### config.mk
export PLATFORM = sky130hd
export DESIGN_NAME = fld_read_classifier
export DESIGN_NICKNAME = d
export VERILOG_FILES = /design/src/rtl/fld_cls_pkg.sv /design/src/rtl/fld_lag_cnt.sv /design/src/rtl/fld_band_cls.sv /design/src/rtl/fld_port_seq.sv /design/src/rtl/fld_read_classifier.sv
export SDC_FILE = /design/constraint.sdc
export NUM_CORES = 1
export LEC_CHECK = 0
export ABC_AREA = 0
export BUFFER_PORTS_ARGS = -buffer_cell sky130_fd_sc_hd__buf_4
export CORE_MARGIN = 1.5
export CORE_UTILIZATION = 35
export DETAILED_ROUTE_END_ITERATION = 6
export PLACE_DENSITY_LB_ADDON = 0.08
export SYNTH_ARGS = -nofsm -noshare
export SYNTH_HDL_FRONTEND = slang
export SYNTH_SLANG_ARGS = --single-unit
### constraint.sdc
create_clock -name clk_i -period 2.28 [get_ports clk_i]
set_input_delay 0.114 -clock clk_i [delete_from_list [all_inputs] [get_ports clk_i]]
set_output_delay 0.114 -clock clk_i [all_outputs]
set_load 0.01 [all_outputs]
### src/rtl/fld_cls_pkg.sv
package fld_cls_pkg;
  typedef enum logic [1:0] {
    CLS_NONE  = 2'b00,
    CLS_OLD   = 2'b01,
    CLS_NEW   = 2'b10,
    CLS_UNDET = 2'b11
  } fld_cls_e;

  typedef enum logic [2:0] {
    SEQ_IDLE,
    SEQ_PRE,
    SEQ_DUMMY,
    SEQ_POST,
    SEQ_DONE
  } seq_st_e;
endpackage

### src/rtl/fld_lag_cnt.sv
module fld_lag_cnt #(
  parameter int unsigned DEPTH = 262214,
  localparam int unsigned CW = $clog2(DEPTH + 2)
) (
  input  logic          clk_i,
  input  logic          rst_ni,
  input  logic          wr_rst_i,
  output logic [CW-1:0] lag_o
);
  localparam logic [CW-1:0] CMAX = CW'(DEPTH + 1);

  logic [CW-1:0] cnt_q;

  // Loads 1 so that a read reset k cycles later sees k.
  always_ff @(posedge clk_i or negedge rst_ni) begin
    if (!rst_ni)             cnt_q <= CMAX;
    else if (wr_rst_i)       cnt_q <= CW'(1);
    else if (cnt_q != CMAX)  cnt_q <= cnt_q + CW'(1);
  end

  assign lag_o = wr_rst_i ? '0 : cnt_q;

  a_r6_saturate: assert property (@(posedge clk_i) disable iff (!rst_ni)
    (cnt_q == CMAX && !wr_rst_i) |=> (cnt_q == CMAX));

  a_r6_bound: assert property (@(posedge clk_i) disable iff (!rst_ni)
    cnt_q <= CMAX);
endmodule

### src/rtl/fld_band_cls.sv
module fld_band_cls
  import fld_cls_pkg::*;
#(
  parameter int unsigned DEPTH   = 262214,
  parameter int unsigned OLD_MAX = 20,
  parameter int unsigned NEW_MIN = 150,
  localparam int unsigned CW = $clog2(DEPTH + 2)
) (
  input  logic [CW-1:0] lag_i,
  output fld_cls_e      cls_o
);
  always_comb begin
    if (lag_i <= CW'(OLD_MAX))
      cls_o = CLS_OLD;
    else if (lag_i >= CW'(NEW_MIN) && lag_i <= CW'(DEPTH))
      cls_o = CLS_NEW;
    else
      cls_o = CLS_UNDET;
  end
endmodule

### src/rtl/fld_port_seq.sv
module fld_port_seq
  import fld_cls_pkg::*;
#(
  parameter int unsigned N_DUMMY = 80,
  localparam int unsigned DW = $clog2(N_DUMMY + 1)
) (
  input  logic clk_i,
  input  logic rst_ni,
  input  logic go_i,
  input  logic rec_i,
  output logic dummy_o,
  output logic rst_o,
  output logic done_o
);
  seq_st_e       st_q, st_d;
  logic [DW-1:0] cnt_q, cnt_d;

  always_comb begin
    st_d  = st_q;
    cnt_d = cnt_q;
    unique case (st_q)
      SEQ_IDLE: if (go_i) begin st_d = SEQ_DUMMY; cnt_d = '0; end
      SEQ_PRE:  begin st_d = SEQ_DUMMY; cnt_d = '0; end
      SEQ_DUMMY: begin
        cnt_d = cnt_q + DW'(1);
        if (cnt_q == DW'(N_DUMMY - 1)) st_d = SEQ_POST;
      end
      SEQ_POST: st_d = SEQ_DONE;
      SEQ_DONE: if (rec_i) st_d = SEQ_PRE;
      default:  st_d = SEQ_IDLE;
    endcase
  end

  always_ff @(posedge clk_i or negedge rst_ni) begin
    if (!rst_ni) begin
      st_q  <= SEQ_IDLE;
      cnt_q <= '0;
    end else begin
      st_q  <= st_d;
      cnt_q <= cnt_d;
    end
  end

  assign dummy_o = (st_q == SEQ_DUMMY);
  assign rst_o   = (st_q == SEQ_PRE) || (st_q == SEQ_POST);
  assign done_o  = (st_q == SEQ_DONE);

  a_r9_reset_after_dummy: assert property (@(posedge clk_i) disable iff (!rst_ni)
    $fell(dummy_o) |-> rst_o);

  a_r10_done_holds: assert property (@(posedge clk_i) disable iff (!rst_ni)
    (done_o && !rec_i) |=> done_o);
endmodule

### src/rtl/fld_read_classifier.sv
module fld_read_classifier
  import fld_cls_pkg::*;
#(
  parameter int unsigned DEPTH    = 262214,
  parameter int unsigned OLD_MAX  = 20,
  parameter int unsigned NEW_MIN  = 150,
  parameter int unsigned N_WR     = 80,
  parameter int unsigned N_RD     = 80,
  parameter int unsigned PWR_WAIT = 10000
) (
  input  logic       clk_i,
  input  logic       rst_ni,
  input  logic       wr_rst_i,
  input  logic       rd_rst_i,
  input  logic       recover_i,
  output logic [1:0] cls_o,
  output logic       hazard_o,
  output logic       ready_o,
  output logic       dummy_wr_o,
  output logic       dummy_rd_o,
  output logic       init_wr_rst_o,
  output logic       init_rd_rst_o
);
  localparam int unsigned CW = $clog2(DEPTH + 2);
  localparam int unsigned WW = $clog2(PWR_WAIT + 1);

  // Lag measurement and band decode
  logic [CW-1:0] lag;
  fld_cls_e      band, cls_q;

  fld_lag_cnt #(.DEPTH(DEPTH)) u_lag (
    .clk_i   (clk_i),
    .rst_ni  (rst_ni),
    .wr_rst_i(wr_rst_i),
    .lag_o   (lag)
  );

  fld_band_cls #(.DEPTH(DEPTH), .OLD_MAX(OLD_MAX), .NEW_MIN(NEW_MIN)) u_band (
    .lag_i(lag),
    .cls_o(band)
  );

  always_ff @(posedge clk_i or negedge rst_ni) begin
    if (!rst_ni)       cls_q <= CLS_NONE;
    else if (rd_rst_i) cls_q <= band;
  end

  assign cls_o    = cls_q;
  assign hazard_o = (cls_q == CLS_UNDET);

  // Supply settle wait
  logic [WW-1:0] wait_q;
  logic          go;

  always_ff @(posedge clk_i or negedge rst_ni) begin
    if (!rst_ni)                    wait_q <= '0;
    else if (wait_q != WW'(PWR_WAIT)) wait_q <= wait_q + WW'(1);
  end

  assign go = (wait_q == WW'(PWR_WAIT - 1));

  // Per-port start-up sequencers: index 0 write, 1 read
  logic [1:0] dummy_v, rst_v, done_v;
  logic       rec_go;

  assign rec_go = recover_i & ready_o;

  for (genvar g = 0; g < 2; g++) begin : g_port
    localparam int unsigned NG = (g == 0) ? N_WR : N_RD;
    fld_port_seq #(.N_DUMMY(NG)) u_seq (
      .clk_i  (clk_i),
      .rst_ni (rst_ni),
      .go_i   (go),
      .rec_i  (rec_go),
      .dummy_o(dummy_v[g]),
      .rst_o  (rst_v[g]),
      .done_o (done_v[g])
    );
  end

  assign ready_o       = &done_v;
  assign dummy_wr_o    = dummy_v[0];
  assign dummy_rd_o    = dummy_v[1];
  assign init_wr_rst_o = rst_v[0];
  assign init_rd_rst_o = rst_v[1];

  a_r2_hold_code: assert property (@(posedge clk_i) disable iff (!rst_ni)
    !rd_rst_i |=> $stable(cls_o));

  a_r8_not_ready_in_dummy: assert property (@(posedge clk_i) disable iff (!rst_ni)
    (dummy_wr_o || dummy_rd_o) |-> !ready_o);

  a_r11_recover_drop: assert property (@(posedge clk_i) disable iff (!rst_ni)
    (ready_o && recover_i) |=> !ready_o);

  a_r12_no_early_recover: assert property (@(posedge clk_i) disable iff (!rst_ni)
    (!ready_o && !(init_wr_rst_o || init_rd_rst_o || dummy_wr_o || dummy_rd_o)
      && wait_q != WW'(PWR_WAIT)) |=> !(init_wr_rst_o || init_rd_rst_o));
endmodule

# After elaboration in Yosys (flattened, before gate mapping)
# Index checks and enable logic that the tools add are counted.
# classes
add_sub_neg,4
order_cmp,3
eq_ne,20
n_mux,14
bitwise_logic,1
reduce_logical,13
# op_table
operator,count
$mux 19,3
$pmux 7 s3,2
$pmux 3 s5,2
$add 19x1->19 const B,1
$ge 19x8->1 const B,1
$le 19x19->1 const B,1
$le 19x5->1 const B,1
$ne 19x19->1 const B,1
$add 14x1->14 const B,1
$add 7x1->7 const B,2
$eq 14x14->1 const B,1
$eq 7x7->1 const B,2
$ne 14x14->1 const B,1
$eq 3x2->1 const B,4
$mux 3,4
$ne 2x1->1 const B,4
$mux 7,1
$eq 3x1->1 const B,2
$eq 3x3->1 const B,2
$logic_not 3->1,2
$reduce_and 2->1,3
$reduce_and 3->1,2
$reduce_bool 3->1,2
$ne 2x2->1 const B,2
7 further kinds,8
# word_totals
ff_bits,55
inputBits,5
output_inout_bits,8
word_cells,62

# Depth between registers and ports, before layout
# Gate-level depths: netlist (run 1).
# logic_depth
word_depth,5
ltp_mapped,7
depth_no_buf,6

# Hierarchy
# From an unflattened synthesis (run 1), not the netlist that was laid out.
# hier_totals
hier_cells,332
hier_area_um2,3244.4
# by_module_without_submodules
mod,n_inst,cells_each,area_each_um2
fld_lag_cnt,1,132,1226.2
fld_read_classifier,1,69,810.8
fld_port_seq (g_port[1].u_seq),1,58,573.0
fld_port_seq (g_port[0].u_seq),1,55,514.2
fld_band_cls,1,18,120.1

# Least setup slack after synthesis (run 1)
# No wires, ideal clock.
# synth_timing
path_kind,register to register
startpoint,register wait_q[6]
endpoint,register g_port[0].u_seq.cnt_q[2]
arrival_time_ns,1.720
required_time_ns,2.151
path_slack_ns,0.431
path_stages_with_launch,6
n_path_buf,0
synth_period_minus_slack_ns,1.849
path_cell_list,dfrtp_1 or4_4 nor4_4 o31ai_1 o21ai_0 o21ai_0
# synth_between
elab_chain_cells,3
# synth_rtl
item,line_no,source
from (decl),fld_read_classifier.sv:52,logic [WW-1:0] wait_q;
from (signal assigned),fld_read_classifier.sv:57,else if (wait_q != WW'(PWR_WAIT)) wait_q <= wait_q + WW'(1);
$eq 14x14->1,fld_read_classifier.sv:60,assign go = (wait_q == WW'(PWR_WAIT - 1));
$ne 2x1->1 (no line),n/a,
$reduce_and 2->1 (no line),n/a,
to (signal assigned),fld_port_seq.sv:40,cnt_q <= cnt_d;
to (decl),fld_port_seq.sv:16,"logic [DW-1:0] cnt_q, cnt_d;"
# No other way between the ends.
# A chain may end at the register's enable or synchronous reset.

# Worst setup path after layout (run 1)
# layout_timing
startpoint,register u_lag.cnt_q[15]
endpoint,register u_lag.cnt_q[3]
# layout_between
elab_chain_cells,2
# layout_rtl
item,line_no,source
from (decl),fld_lag_cnt.sv:12,logic [CW-1:0] cnt_q;
from (signal assigned),fld_lag_cnt.sv:18,else if (cnt_q != CMAX) cnt_q <= cnt_q + CW'(1);
$ne 19x19->1,fld_lag_cnt.sv:18,
$reduce_bool 2->1 (no line),n/a,
# No other way between the ends.

==> flow_metrics.env, run 1 <==
export IMPL_layout_drive_gt1_share_pct=10.2
export IMPL_netlist_top_cells_count="dfrtp_1 (50), nor2_1 (40), nand2_1 (27), o21ai_0 (22), nand3_1 (20)"
export IMPL_instances_no_fill=425
export IMPL_drtAntennaViolNets=0
export IMPL_cts_setup_buffers=0
export IMPL_viasPerCell=5.12
export IMPL_path_clk_slew_ps=110
export IMPL_synth_edf_count=0
export IMPL_synth_flop_cell="dfrtp_1"
export IMPL_grt_pass1_wl_um=10200
export IMPL_ff_latch_area_um2=1380
export IMPL_p_leak_uw=0.00136
export IMPL_grt_pass1_vias=2129
export IMPL_io_buffers=12
export IMPL_initial_core_util_pct=36.7
export IMPL_synth_mux_area_share_pct=0.695
export IMPL_root_buffer="clkbuf_8"
export IMPL_dieArea_um2=8790
export IMPL_grt_overflow=0
export IMPL_hold_viol=0
export IMPL_syn_num_nets=321
export IMPL_synth_top_family_by_area="simple AND/OR/NAND/NOR gates"
export IMPL_placedCellCount=416
export IMPL_grtUsageTotal_pct=14.6
export IMPL_fillers=824
export IMPL_fin_nets=332
export IMPL_arrival_ps=2260
export IMPL_ys_warnings_count=0
export IMPL_placed_cell_area_um2=3070
export IMPL_n_antenna_cell=0
export IMPL_crit_fanout=9
export IMPL_synth_top_area_cell="dfrtp_1"
export IMPL_hpwl_um=3910
export IMPL_synth_area_top_cells="dfrtp_1 (43%), nor2_1 (5.2%), dfstp_2 (4.6%)"
export IMPL_drt_iter0_drc=78
export IMPL_endpoint_kind="flop"
export IMPL_synth_top_area_share_pct=43.4
export IMPL_synth_cell_types=48
export IMPL_rsz0062_at_grt="no"
export IMPL_via_count=2177
export IMPL_worst_slew_pin_slew_ps=709
export IMPL_async_reset_ff_share_pct=100
export IMPL_cpPeakStageDelay_ps=570
export IMPL_final_area_um2=3170
export IMPL_avgSynthCellArea_um2=9.27
export IMPL_crit_buf_inv=0
export IMPL_timing_slew_headroom_pct=52.7
export IMPL_cp_start_kind="flop"
export IMPL_die_y_um=93.7
export IMPL_powerDensity_nw_per_um2=501
export IMPL_antenna_found_initial=0
export IMPL_crit_chain="or4_1, nor4_2, and3_1, or4_1, nand2_1"
export IMPL_synthXorXnorAreaFrac_pct=8.51
export IMPL_synth_compound_area_share_pct=10.5
export IMPL_cp_slowest_cell="or4_1"
export IMPL_std_cell_rows=32
export IMPL_cts_sinks=55
export IMPL_core_area_um2=7850
export IMPL_htreeDepth=2
export IMPL_drt_wl_total_um=5650
export IMPL_period_share_pct=90.0
export IMPL_final_setup_tns_ps=0
export IMPL_netlist_instances=311
export IMPL_cts_tree="built"
export IMPL_multiInputGateArea_um2=1410
export IMPL_period_minus_slack_ps=2050
export IMPL_synth_seq_cells=55
export IMPL_synthSimpleGateAreaFrac_pct=27.1
export IMPL_peakVddDrop_v=0.000240
export IMPL_path_class="flop to flop"
export IMPL_synthAdderAreaFrac_pct=2.17
export IMPL_cap_violations=0
export IMPL_clock_skew_ps=15.7
export IMPL_routedWlPerCell_um=13.3
export IMPL_dr_pass1_iters=4
export IMPL_cp_top_family="simple AND/OR/NAND/NOR gates"
export IMPL_syn_area_um2=2880
export IMPL_fmax_mhz=487
export IMPL_io_pin_count=13
export IMPL_status="finished clean"
export IMPL_area_growth_pct=9.86
export IMPL_required_ps=2490
export IMPL_drc=0
export IMPL_path_common_cell="or4_1"
export IMPL_drv_slew=0
export IMPL_whs_ps=53.4
export IMPL_setup_viol=0
export IMPL_yosysSeqAreaShare_pct=48.0
export IMPL_grt_max_degree=56
export IMPL_cts_buffers=5
export IMPL_worstHoldPathType="primary input to flop"
export IMPL_insertion_delay_ps=310
export IMPL_cts_repair_resized=0
export IMPL_gp_congestion=0.810
export IMPL_die_x_um=93.7
export IMPL_yosysMostFrequentCell="dfrtp_1"
export IMPL_clk_path_buf_depth=2
-- sequential cells by signal, summed over array words and instances (netlist names) --
register	count
u_lag.cnt_q	19
g_port.u_seq.cnt_q	14
g_port.u_seq.st_q	6
wait_q	14
cls_o	2
-- layout by cell type, fill, tap and decap left out, types with 3 or more instances in the layout --
cell type,Yosys,layout
nor2_1,40,40
or3_1,3,3
buf_4,1,15
nand4_1,10,10
inv_1,10,10
nand3_1,20,20
nor4_1,5,5
nor2b_1,3,3
xor2_1,15,15
and3_1,5,5
ha_1,5,5
nor3_1,11,11
dfrtp_1,50,50
nand2_1,27,27
a21oi_1,10,10
nand2b_1,5,5
xnor2_1,13,13
o21a_1,3,3
clkbuf_8,0,5
nand3b_1,3,3
o31ai_1,3,3
dfstp_2,5,5
o21ai_0,22,22
-- metal layers --
metal  wire [um]  up-vias  track usage [%]
met5           0        -                0
met4          73        0             4.73
met3         128        5             2.99
met2        2690       18             24.6
met1        2750     1038             18.6
li1            -     1116                -
-- tightest hold or removal path: cells and delay by family --
kind,cells,cell delay [ps]
AO/OA/AOI/OAI,1,100
AND/OR/NAND/NOR,1,30
buffers and inverters,1,80
-- power breakdown --
group          switching [uW]  total (uW)  internal [uW]
clock network             321         537            216
registers                9.58         996            986
logic                    35.5        52.3           16.8
total                     366        1580           1220
-- timing repair --
action,4_1_cts,5_1_grt
hold buffers,1,0
hold endpoints to repair,50,0
setup endpoints to repair,0,1
-- kinds of logic after synthesis --
kind of cell,count (synthesis)
AND/OR/NAND/NOR,148
flip-flops,55
AO/OA/AOI/OAI,51
XOR/XNOR,28
buffers and inverters,22
adder cells (fa/ha/maj),5
multiplexers,2
-- area by class of cell --
| type | instances | area share [%] |
|---|---|---|
| tap | 102 | 4.03 |
| multi-input combinational | 234 | 44.5 |
| clock buffer | 6 | 2.29 |
| timing repair buffer | 16 | 3.87 |
| sequential | 55 | 43.7 |
| inverter | 10 | 1.19 |
| clock inverter | 2 | 0.395 |
-- final timing paths --
check / from / end / cells after the start / slack [ps]
hold reg to reg: wait_q[10] / wait_q[10] / 1 / 480
setup / recovery: u_lag.cnt_q[15] / u_lag.cnt_q[3] / 5 / 230
max in group asynchronous: rst_ni / u_lag.cnt_q[16] / 2 / 1420
min in group asynchronous: rst_ni / cls_o[1] / 2 / 370
hold / removal: rd_rst_i / cls_o[0] / 3 / 50
setup reg to reg: u_lag.cnt_q[15] / u_lag.cnt_q[3] / 5 / 230
-- metrics by stage --
step | power, uW | worst slack (ps) | util, %
after detailed placement | 1070 | 191 | 39.1
after global placement | 1070 | 259 | 39.1
final | 1580 | 229 | 40.3
after global routing | 1670 | 70.6 | 40.3
after floorplan | 1030 | 431 | -
after CTS | 1620 | 168 | 40.3
(Power assumes the default switching activity.)
==> inputs of run 2 (changes only) <==
clock period = 2.45 ns   (was 2.28 ns; I/O delays follow)
==> run 2 against run 1 <==
  * Largest cell class unchanged
  * Via count increased by 0.87%
  * Final area is 0.43% higher
  * Largest power group unchanged
  * First-iteration DRC count down 17%
==> flow_metrics.env, run 2 (synthesis results as in run 1) <==
export IMPL_fin_nets=331
export IMPL_power_frac_comb_pct=3.1
export IMPL_worst_slew_pin_slew_ps=702
export IMPL_path_clk_slew_ps=100
export IMPL_viasPerCell=5.18
export IMPL_die_x_um=93.7
export IMPL_drtAntennaViolNets=0
export IMPL_drc=0
export IMPL_io_buffers=12
export IMPL_top_regs="u_lag.cnt_q: 19 flops, g_port.u_seq.cnt_q: 14 flops, wait_q: 14 flops"
export IMPL_dieArea_um2=8790
export IMPL_required_ps=2630
export IMPL_hpwl_um=3880
export IMPL_endpoint_kind="flop"
export IMPL_cp_top_family="simple AND/OR/NAND/NOR gates"
export IMPL_placedCellCount=415
export IMPL_p_total_uw=1570
export IMPL_fmax_mhz=474
export IMPL_dr_pass1_iters=4
export IMPL_grt_pass1_vias=2127
export IMPL_antenna_found_initial=0
export IMPL_drt_wl_total_um=5710
export IMPL_grtUsageTotal_pct=14.6
export IMPL_utilization_pct=40.5
export IMPL_hold_viol=0
export IMPL_n_antenna_cell=0
export IMPL_peakVddDrop_v=0.000329
export IMPL_p_leak_uw=0.00137
export IMPL_setup_viol=0
export IMPL_final_common_cell="dfrtp_1"
export IMPL_cpPeakStageDelay_ps=570
export IMPL_drv_slew=0
export IMPL_crit_buf_inv=0
export IMPL_crit_cells=5
export IMPL_routedWlPerCell_um=13.5
export IMPL_reg2reg_depth=5
export IMPL_powerDensity_nw_per_um2=495
export IMPL_grt_overflow=0
export IMPL_insertion_delay_ps=310
export IMPL_rsz0062_at_grt="no"
export IMPL_clkPwrFrac_pct=38.1
export IMPL_crit_chain="or4_4, nor4_4, o31ai_1, o21ai_0, o21ai_0"
export IMPL_p_int_uw=1240
export IMPL_period_minus_slack_ps=2110
export IMPL_path_class="flop to flop"
export IMPL_via_count=2196
export IMPL_drt_iter0_drc=65
export IMPL_initial_core_util_pct=36.7
export IMPL_cts_tree="built"
export IMPL_timing_slew_headroom_pct=53.2
export IMPL_die_y_um=93.7
export IMPL_grt_pass1_wl_um=10100
export IMPL_cts_buffers=5
export IMPL_layout_drive_gt1_share_pct=9.63
export IMPL_cap_violations=0
export IMPL_seqPwrFrac_pct=58.8
export IMPL_final_setup_tns_ps=0
export IMPL_whs_ps=67.7
export IMPL_cts_sinks=55
export IMPL_cp_start_kind="flop"
export IMPL_switching_share_pct=21.3
export IMPL_regMostFlops="u_lag.cnt_q"
export IMPL_gp_congestion=0.802
export IMPL_root_buffer="clkbuf_8"
export IMPL_instances_no_fill=424
export IMPL_htreeDepth=2
export IMPL_io_pin_count=13
export IMPL_clock_skew_ps=10.1
export IMPL_area_growth_pct=10.3
export IMPL_p_sw_uw=335
export IMPL_cts_repair_resized=0
export IMPL_arrival_ps=2290
export IMPL_hold_depth=3
export IMPL_grt_max_degree=56
export IMPL_crit_fanout=7
export IMPL_period_share_pct=86.1
export IMPL_clk_path_buf_depth=2
export IMPL_worstHoldPathType="primary input to flop"
export IMPL_core_area_um2=7850
export IMPL_largest_reg_flops=19
export IMPL_path_common_cell="o21ai_0"
export IMPL_layout_common_cells="dfrtp_1 (50), nor2_1 (40), nand2_1 (27)"
export IMPL_std_cell_rows=32
export IMPL_cp_slowest_cell="or4_4"
export IMPL_status="finished clean"
run 2: changes by cell type in the layout (fill, tap and decap cells not counted):
cell | previous run | this run
buf_4 | 15 | 14
clkinvlp_4 | 1 | 0
clkinv_2 | 1 | 0
bufinv_16 | 0 | 1
clkbuf_1 | 1 | 2
run 2: what timing repair did:
action,CTS,global route
setup buffers,0,0
hold buffers,1,0
endpoints found under the hold margin,50,0
run 2: final cells by class:
type | count | area, um^2
repair buffers | 15 | 115
well taps | 102 | 128
clock inverters | 1 | 30.0
fillers | 812 | 4670
flip-flops and latches | 55 | 1380
clock buffers | 7 | 76.3
multi-input cells | 234 | 1410
inverters | 10 | 37.5
run 2: path summary, 6_finish.rpt:
kind | startpoint | endpoint | slack [ps]
worst max-delay path | wait_q[6] | g_port[0].u_seq.cnt_q[6] | 340
worst min-delay path | rd_rst_i | cls_o[0] | 70
worst max register to register | wait_q[6] | g_port[0].u_seq.cnt_q[6] | 340
worst min register to register | wait_q[13] | wait_q[13] | 490
max in group asynchronous | rst_ni | g_port[0].u_seq.cnt_q[3] | 1580
min in group asynchronous | rst_ni | u_lag.cnt_q[4] | 380
run 2: metrics by stage:
stage | cell area, um^2 | worst slack, ps
detailed placement | 3060 | 341
floorplan | 2880 | 601
finish | 3180 | 341
global route | 3180 | 156
global placement | 3060 | 425
CTS | 3180 | 321
run 2: routing by layer:
layer  vias up  wire [um]  track usage, %
met1      1067       2930            19.6
met5         -          0               0
met4         0         69            3.98
li1       1106          -               -
met2        18       2580            23.6
met3         5        132            3.16
run 2: power groups by stage:
| stage | registers (uW) | logic (uW) | clock network (uW) |
|---|---|---|---|
| after global placement | 944 | 50.0 | 0 |
| after detailed placement | 944 | 50.5 | 0 |
| after floorplan | 942 | 21.0 | 0 |
| after CTS | 927 | 52.0 | 635 |
| after global routing | 928 | 58.6 | 675 |
| final | 926 | 49.0 | 599 |
run 2: tightest hold or removal path, delay by kind of cell:
kind / cells / cell delay (ps)
buf+inv: 1 / 80
compound gates: 1 / 100
simple gates: 1 / 30
==> inputs of run 3 (changes only) <==
REMOVE_ABC_BUFFERS = 1   (was not set)
==> run 3 against run 2 <==
  * Critical path depth unchanged
  * Highest routed layer unchanged
  * Sequential share of layout area about the same
  * Global-route usage decreased by 0.56 points
  * Critical endpoint is now u_lag.cnt_q[3]
  * Die area unchanged
  * Register-to-register slack improved by 40 ps
  * Utilization about the same
  * Largest cell class unchanged
==> flow_metrics.env, run 3 (synthesis results as in run 1) <==
export IMPL_status="finished clean"
export IMPL_cp_start_kind="flop"
export IMPL_clkPwrFrac_pct=36.5
export IMPL_io_buffers=12
export IMPL_drtAntennaViolNets=0
export IMPL_grt_pass1_wl_um=9970
export IMPL_crit_buf_inv=0
export IMPL_cts_buffers=5
export IMPL_p_int_uw=1190
export IMPL_whs_ps=64.1
export IMPL_layout_drive_gt1_share_pct=10.2
export IMPL_worstHoldPathType="primary input to flop"
export IMPL_regMostFlops="u_lag.cnt_q"
export IMPL_grt_max_degree=56
export IMPL_switching_share_pct=22.4
export IMPL_cts_setup_buffers=0
export IMPL_cp_slowest_cell="or4_1"
export IMPL_drt_iter0_drc=96
export IMPL_clock_skew_ps=4.87
export IMPL_clk_path_buf_depth=2
export IMPL_crit_cells=5
export IMPL_insertion_delay_ps=310
export IMPL_cts_sinks=55
export IMPL_p_leak_uw=0.00136
export IMPL_hold_viol=0
export IMPL_drt_wl_total_um=5470
export IMPL_root_buffer="clkbuf_8"
export IMPL_path_clk_slew_ps=100
export IMPL_die_x_um=93.7
export IMPL_die_y_um=93.7
export IMPL_cts_hold_buf=1
export IMPL_largest_reg_flops=19
export IMPL_timing_slew_headroom_pct=52.5
export IMPL_fillers=825
export IMPL_required_ps=2650
export IMPL_gp_congestion=0.775
export IMPL_via_count=2159
export IMPL_reg2reg_depth=5
export IMPL_fin_ws_ps=378
export IMPL_placed_cell_area_um2=3060
export IMPL_hpwl_um=3670
export IMPL_rsz0062_at_grt="no"
export IMPL_area_growth_pct=10.2
export IMPL_pre_cts_slack_ps=344
export IMPL_final_common_cell="dfrtp_1"
export IMPL_drc=0
export IMPL_layout_common_cells="dfrtp_1 (50), nor2_1 (40), nand2_1 (27)"
export IMPL_fin_nets=331
export IMPL_n_antenna_cell=0
export IMPL_worst_slew_pin_slew_ps=713
export IMPL_cp_top_family="simple AND/OR/NAND/NOR gates"
export IMPL_arrival_ps=2270
export IMPL_final_area_um2=3180
export IMPL_p_sw_uw=344
export IMPL_powerDensity_nw_per_um2=483
export IMPL_hold_depth=3
export IMPL_path_common_cell="or4_1"
export IMPL_seqPwrFrac_pct=60.4
export IMPL_drv_slew=0
export IMPL_period_minus_slack_ps=2070
export IMPL_grt_overflow=0
export IMPL_fmax_mhz=483
export IMPL_endpoint_kind="flop"
export IMPL_antenna_found_initial=0
export IMPL_utilization_pct=40.5
export IMPL_path_class="flop to flop"
export IMPL_period_share_pct=84.6
export IMPL_crit_chain="or4_1, nor4_2, and3_1, or4_1, nand2_1"
export IMPL_io_pin_count=13
export IMPL_viasPerCell=5.09
export IMPL_initial_core_util_pct=36.7
export IMPL_grtUsageTotal_pct=14.0
export IMPL_dieArea_um2=8790
export IMPL_cpPeakStageDelay_ps=570
export IMPL_final_setup_tns_ps=0
export IMPL_crit_fanout=9
export IMPL_top_regs="u_lag.cnt_q: 19 flops, g_port.u_seq.cnt_q: 14 flops, wait_q: 14 flops"
export IMPL_power_frac_comb_pct=3.2
export IMPL_routedWlPerCell_um=12.9
export IMPL_setup_viol=0
export IMPL_grt_pass1_vias=2125
export IMPL_peakVddDrop_v=0.000186
export IMPL_std_cell_rows=32
export IMPL_cap_violations=0
export IMPL_core_area_um2=7850
export IMPL_htreeDepth=2
export IMPL_cts_repair_resized=0
export IMPL_cts_tree="built"
export IMPL_dr_pass1_iters=4
==> run 3: area by class of cell <==
type	count	area, um^2	share of cell area, %
clock buffer	7	96.3	3.03
sequential	55	1380	43.5
multi-input combinational	234	1410	44.4
tap	102	128	4.02
clock inverter	1	7.51	0.236
timing repair buffer	15	115	3.62
inverter	10	37.5	1.18
==> run 3: power by group through the flow <==
stage / clock, uW / combinational (uW) / sequential [uW]
after CTS: 593 / 51.9 / 927
after global placement: 0 / 49.8 / 944
final: 560 / 48.7 / 927
after detailed placement: 0 / 50.4 / 944
after floorplan: 0 / 17.3 / 942
after global routing: 626 / 57.4 / 929
==> run 3: path summary, 6_finish.rpt <==
kind | from | end | slack [ps]
setup / recovery | u_lag.cnt_q[11] | u_lag.cnt_q[3] | 380
hold / removal | rd_rst_i | cls_o[0] | 60
setup reg to reg | u_lag.cnt_q[11] | u_lag.cnt_q[3] | 380
hold reg to reg | wait_q[10] | wait_q[10] | 480
max in group asynchronous | rst_ni | u_lag.cnt_q[12] | 1580
min in group asynchronous | rst_ni | g_port[0].u_seq.cnt_q[4] | 380
==> run 3: per-stage QoR <==
step                      total power (uW)  instances
after floorplan                        959        299
after global placement                 994        415
after detailed placement               994        415
after CTS                             1570        424
after global routing                  1610        424
final                                 1540        424
==> run 3: per-layer routing <==
metal  GRT usage [%]  share of wire [%]
met5               0                  0
met4            5.47                1.8
met3            2.67                2.1
met2            21.3                 43
met1            19.6                 53
==> run 3: worst reg2reg max path: cells and delay by family, from the launching register on <==
family        cells  cell delay [ps]
simple gates      5             1550
flops             1              420
